File: src/rtl/mesh_matmul.sv
module mesh_matmul #(
  parameter int N  = 4,
  parameter int DW = 8,
  parameter int AW = 2 * DW + $clog2(N)
) (
  input  logic              clk,
  input  logic              rst_n,
  input  logic              start,
  input  logic              use_lanes,
  input  logic [N*N*DW-1:0] mat_a,
  input  logic [N*N*DW-1:0] mat_b,
  input  logic [N*DW-1:0]   top_lane,
  input  logic [N-1:0]      top_vld,
  input  logic [N*DW-1:0]   left_lane,
  input  logic [N-1:0]      left_vld,
  output logic [N*N*AW-1:0] result,
  output logic              done
);
  localparam int LAST = 3 * N - 2;
  localparam int SW   = $clog2(LAST + 1) + 1;
  localparam int IW   = (N > 1) ? $clog2(N) : 1;

  logic [SW-1:0] step;
  logic          running;

  logic [DW-1:0] am [N][N];
  logic [DW-1:0] bm [N][N];
  logic [DW-1:0] lane_a [N];
  logic [DW-1:0] lane_b [N];
  logic          lane_av [N];
  logic          lane_bv [N];

  logic [DW-1:0] a_q  [N][N];
  logic [DW-1:0] b_q  [N][N];
  logic          av_q [N][N];
  logic          bv_q [N][N];
  logic [DW-1:0] a_in [N][N];
  logic [DW-1:0] b_in [N][N];
  logic          av_in [N][N];
  logic          bv_in [N][N];
  logic [AW-1:0] acc  [N][N];

  always_ff @(posedge clk or negedge rst_n) begin
    if (!rst_n) begin
      step    <= '0;
      running <= 1'b0;
      done    <= 1'b0;
    end else if (start) begin
      step    <= SW'(1);
      running <= 1'b1;
      done    <= 1'b0;
    end else if (running) begin
      if (step == SW'(LAST)) begin
        step    <= '0;
        running <= 1'b0;
        done    <= 1'b1;
      end else begin
        step <= step + SW'(1);
      end
    end else begin
      done <= 1'b0;
    end
  end

  for (genvar gi = 0; gi < N; gi++) begin : g_unpack_row
    for (genvar gk = 0; gk < N; gk++) begin : g_unpack_col
      assign am[gi][gk] = mat_a[(gi*N+gk)*DW +: DW];
      assign bm[gi][gk] = mat_b[(gi*N+gk)*DW +: DW];
    end
  end

  for (genvar gl = 0; gl < N; gl++) begin : g_lane
    logic [SW-1:0] kidx;
    logic          f_ok;
    logic [DW-1:0] fa, fb;
    assign kidx = step - SW'(gl + 1);
    assign f_ok = running && (step > SW'(gl)) && (kidx < SW'(N));
    assign fa   = f_ok ? am[gl][kidx[IW-1:0]] : '0;
    assign fb   = f_ok ? bm[kidx[IW-1:0]][gl] : '0;
    assign lane_a[gl]  = use_lanes ? top_lane[gl*DW +: DW]  : fa;
    assign lane_b[gl]  = use_lanes ? left_lane[gl*DW +: DW] : fb;
    assign lane_av[gl] = running && (use_lanes ? top_vld[gl]  : f_ok);
    assign lane_bv[gl] = running && (use_lanes ? left_vld[gl] : f_ok);
  end

  for (genvar r = 0; r < N; r++) begin : g_row
    for (genvar c = 0; c < N; c++) begin : g_col
      if (r == 0) begin : g_top
        assign a_in[r][c]  = lane_a[c];
        assign av_in[r][c] = lane_av[c];
      end else begin : g_inner_a
        assign a_in[r][c]  = a_q[r-1][c];
        assign av_in[r][c] = av_q[r-1][c];
      end
      if (c == 0) begin : g_left
        assign b_in[r][c]  = lane_b[r];
        assign bv_in[r][c] = lane_bv[r];
      end else begin : g_inner_b
        assign b_in[r][c]  = b_q[r][c-1];
        assign bv_in[r][c] = bv_q[r][c-1];
      end

      always_ff @(posedge clk or negedge rst_n) begin
        if (!rst_n) begin
          a_q[r][c]  <= '0;
          b_q[r][c]  <= '0;
          av_q[r][c] <= 1'b0;
          bv_q[r][c] <= 1'b0;
          acc[r][c]  <= '0;
        end else if (start) begin
          av_q[r][c] <= 1'b0;
          bv_q[r][c] <= 1'b0;
          acc[r][c]  <= '0;
        end else if (running) begin
          a_q[r][c]  <= a_in[r][c];
          b_q[r][c]  <= b_in[r][c];
          av_q[r][c] <= av_in[r][c];
          bv_q[r][c] <= bv_in[r][c];
          if (av_in[r][c] && bv_in[r][c])
            acc[r][c] <= acc[r][c] + AW'(a_in[r][c]) * AW'(b_in[r][c]);
        end
      end

      assign result[(c*N+r)*AW +: AW] = acc[r][c];

      assert_operands_paired_R4: assert property (@(posedge clk) disable iff (!rst_n)
        (running && !use_lanes) |-> (av_in[r][c] == bv_in[r][c]));
    end
  end

  assert_done_single_R6: assert property (@(posedge clk) disable iff (!rst_n)
    done |=> !done);

  assert_done_after_last_R6: assert property (@(posedge clk) disable iff (!rst_n)
    (running && !start && step == SW'(LAST)) |=> done);

  assert_done_not_running_R6: assert property (@(posedge clk) disable iff (!rst_n)
    done |-> !running);

  assert_start_clears_R2: assert property (@(posedge clk) disable iff (!rst_n)
    start |=> (result == '0));

  assert_hold_between_runs_R7: assert property (@(posedge clk) disable iff (!rst_n)
    (!running && !start) |=> $stable(result));
endmodule

File: config.mk
export PLATFORM = sky130hd
export DESIGN_NAME = mesh_matmul
export DESIGN_NICKNAME = d
export VERILOG_FILES = /design/src/rtl/mesh_matmul.sv
export SDC_FILE = /design/constraint.sdc
export NUM_CORES = 2
export LEC_CHECK = 0
export BUFFER_PORTS_ARGS = -buffer_cell sky130_fd_sc_hd__buf_2
export CAP_MARGIN = 15
export CELL_PAD_IN_SITES_DETAIL_PLACEMENT = 0
export CELL_PAD_IN_SITES_GLOBAL_PLACEMENT = 1
export CORE_MARGIN = 2
export CORE_UTILIZATION = 40
export CTS_BUF_LIST = sky130_fd_sc_hd__clkbuf_4
export DETAILED_ROUTE_END_ITERATION = 10
export PLACE_DENSITY_LB_ADDON = 0.1
export SKIP_LAST_GASP = 1
export SYNTH_ARGS = -nofsm -noshare
export SYNTH_HDL_FRONTEND = slang
export SYNTH_SLANG_ARGS = --single-unit
File: constraint.sdc
create_clock -name clk -period 8.5 [get_ports clk]
set_input_delay 0.85 -clock clk [delete_from_list [all_inputs] [get_ports clk]]
set_output_delay 0.85 -clock clk [all_outputs]
set_load 0.02 [all_outputs]
==> impl_metrics.py <==
metrics = {
    "cells_and_area": {
        "nFillCells": 15800,
        "nets": 9360,
        "final_util_pct": 44.90,
        "final_common_cell": "inv_1",
        "drive_above_1_share_pct": 13.55,
        "area_growth_pct": 11.59,
        "layout_common_cells": "inv_1 (1,412), nand2_1 (1,203), fa_1 (800)",
    },
    "synth": {
        "netlist_area_um2": 62780,
        "ys_seq_area_share_pct": 20.37,
        "yosysTopAreaCellShare_pct": 25.51,
        "synth-edff-count": 0,
        "yosys-top-cells-area": "fa_1 (26%), dfrtp_1 (20%), ha_1 (13%), inv_1 (8.4%), nand2_1 (7.2%)",
        "synth_fp_nets": 8791,
        "synth_ff_type": "dfrtp_1",
        "synth.yosys.warnings": 0,
        "yosysUniqueCellTypes": 73,
        "postSynthCellCount": 7006,
        "syn_area_per_cell_um2": 8.961,
        "ys_ff_latch": 511,
        "synth_largest_area_cell": "fa_1",
        "synthArstFlopShare_pct": 100.0,
    },
    "clocking": {
        "cts.path.max_buffers": 3,
        "clkTransAtPathRegs_ns": 0.07,
        "cts_buffers": 164,
        "cts_root_buffer": "clkbuf_4",
        "clkSinkCount": 511,
        "htreeDepth": 4,
        "clock_latency_ns": 1.22,
        "cts_tree": "yes",
        "cts_resized": 0,
    },
    "critical_path": {
        "critPathBufInv": 5,
        "r2r-start": "step[0]",
        "startpoint_type": "flip-flop",
        "critPathTopFamily": "simple AND/OR/NAND/NOR gates",
        "critical_path_arrival_ns": 8.62,
        "endpoint_kind": "flip-flop",
        "worst-path-stages": 25,
        "max_stage_delay_ns": 0.83,
        "crit_start": "step[0]",
        "endpoint": "result[35]",
        "crit_type": "flip-flop to flip-flop",
        "cpMaxStageDelayCell": "nor2_2",
        "cp.required_ns": 9.56,
        "r2r_slack_ns": 0.94,
        "r2r-end": "result[35]",
        "reg2reg_depth": 25,
        "cp_max_fo": 27,
    },
    "grt": {
        "antenna_found_initial": 14,
        "grt_use_total_pct": 25.13,
        "grt_pass1_vias": 52370,
        "grt_start_max_net_pins": 133,
        "grt-ovfl-total": 0,
        "grt_pass1_wl_um": 307700,
    },
    "power_and_ir_drop": {
        "total_leakage_power_nw": 38.70,
        "finalPower_mw": 9.365,
        "power_density_nw_per_um2": 133.7,
        "ir_drop_mv": 0.1095,
    },
    "drt": {
        "ant_nets": 0,
        "route.detailed.drc": 0,
        "num_vias": 48930,
        "vias_per_cell": 5.011,
        "first_pass_iters": 5,
        "drtIter0Drc": 2285,
        "avgRoutedWirePerCell_um": 20.05,
        "routed_wl_um": 195800,
    },
    "floorplanning": {
        "coreArea_um2": 156000,
        "die_x_um": 400.2,
        "initial_utilization_pct": 40.24,
        "dieArea_um2": 160100,
        "ios": 621,
        "rows": 145,
        "die_h_um": 400.2,
    },
    "sta": {
        "slew_headroom_pct": 26.10,
        "finalHoldViolations": 0,
        "rsz0062_at_grt": "no",
        "fin_worst_skew_ns": 0.09185,
        "finalSetupViolCount": 0,
        "fin_crit_ns": 7.558,
        "setup_tns_ns": 0,
        "drv_slew": 0,
        "period_share_pct": 88.92,
        "tightest_slew_ns": 1.107,
        "holdWs_ns": 0.1492,
        "clock.fmax_ghz": 0.1323,
    },
    "flow_run": {
        "drv_cap": 0,
    },
    "placed_design": {
        "port_buffers": 620,
        "hpwlAfterDp_um": 158400,
        "place_congestion": 0.8866,
    },
    "hold_path": {
        "hp-class": "input pin to flip-flop",
    },
    "status": {
        "status": "complete, no violations",
    },
}
flip-flops by register name, indices dropped and copies added, names as in the netlist:
signal   flops
a_in        96
av_in       12
b_in        96
bv_in       12
done         1
result     288
running      1
step         5
tightest hold or removal path: stages:
cell	delay, ns
buf_4	0.20
nand2_1	0.12
a311oi_1	0.09
per-stage QoR:
step	std cells	cell area (um^2)	setup slack (ns)
2_1_floorplan	7006	62780	1.756
3_3_place_gp	9458	67910	1.088
3_5_place_dp	9458	67910	0.9662
4_1_cts	9746	69980	0.8865
5_1_grt	9761	70050	0.3771
6_report	9764	70050	0.9420
how the worst min path moves through the flow:
| stage | start | endpoint | slack, ns | cells after the start |
|---|---|---|---|---|
| 2_1_floorplan | bv_in[0] | bv_in[0] | 0.49 | 2 |
| 3_3_place_gp | done | done | 0.48 | 2 |
| 3_5_place_dp | result[76] | result[76] | 0.50 | 2 |
| 4_1_cts | use_lanes | bv_in[2] | 0.007 | 3 |
| 5_1_grt | use_lanes | bv_in[2] | 0.02 | 3 |
| 6_report | use_lanes | bv_in[2] | 0.15 | 3 |
layer usage:
metal  vias up  part of all wire [%]  global-route usage (%)
li1      23070                     -                       -
met4         4                   3.2                   8.099
met2       988                    50                   44.00
met1     24580                    42                   31.67
met3       288                   4.1                   3.795
met5         -                 0.012                       0
cell usage after synthesis, types with 22 or more instances:
cell,n
a211oi_1,35
a21o_1,70
a21oi_1,224
a22o_1,135
a31oi_1,25
and2_1,438
and3_1,23
buf_1,22
clkbuf_1,241
dfrtp_1,511
fa_1,800
ha_1,653
inv_1,1412
mux2i_1,67
mux4_2,62
nand2_1,1203
nand2b_1,55
nand3_1,33
nor2_1,235
nor2b_1,115
nor3_1,32
o21a_1,35
o21ai_0,139
or3_1,23
xnor2_1,103
xor2_1,65
final cells by class:
| class | instances | area [um^2] | share of cell area (%) |
|---|---|---|---|
| sequential | 511 | 12800 | 18.27 |
| multi-input combinational | 4799 | 43650 | 62.30 |
| clock buffer | 217 | 1629 | 2.325 |
| antenna | 15 | 37.54 | 0.05358 |
| timing repair buffer | 687 | 3696 | 5.276 |
| tap | 2058 | 2575 | 3.676 |
| clock inverter | 65 | 375.4 | 0.5358 |
| inverter | 1412 | 5300 | 7.566 |
cells by family (layout without fill, tap and decap cells):
family | Yosys count | after routing | synth area share [%]
and+or+nand+nor | 2238 | 2238 | 16.58
buffers and inverters | 1696 | 2381 | 10.21
adders and majority gates | 1453 | 1453 | 38.52
AOI/OAI and AO/OA | 801 | 801 | 8.512
DFF | 511 | 511 | 20.37
xor gates and xnor gates | 168 | 168 | 2.344
muxes | 139 | 139 | 3.472
other | 0 | 15 | 0
repair_timing:
action,in CTS,in global routing
setup buffers,0,0
hold endpoints to repair,80,0
hold buffers,6,0
power by group:
| part | internal [mW] | total (mW) | switching, mW |
|---|---|---|---|
| sequential | 2.59 | 3.08 | 0.495 |
| clock | 1.28 | 2.59 | 1.31 |
| combinational | 1.52 | 3.70 | 2.18 |
(Power assumes the default switching activity.)
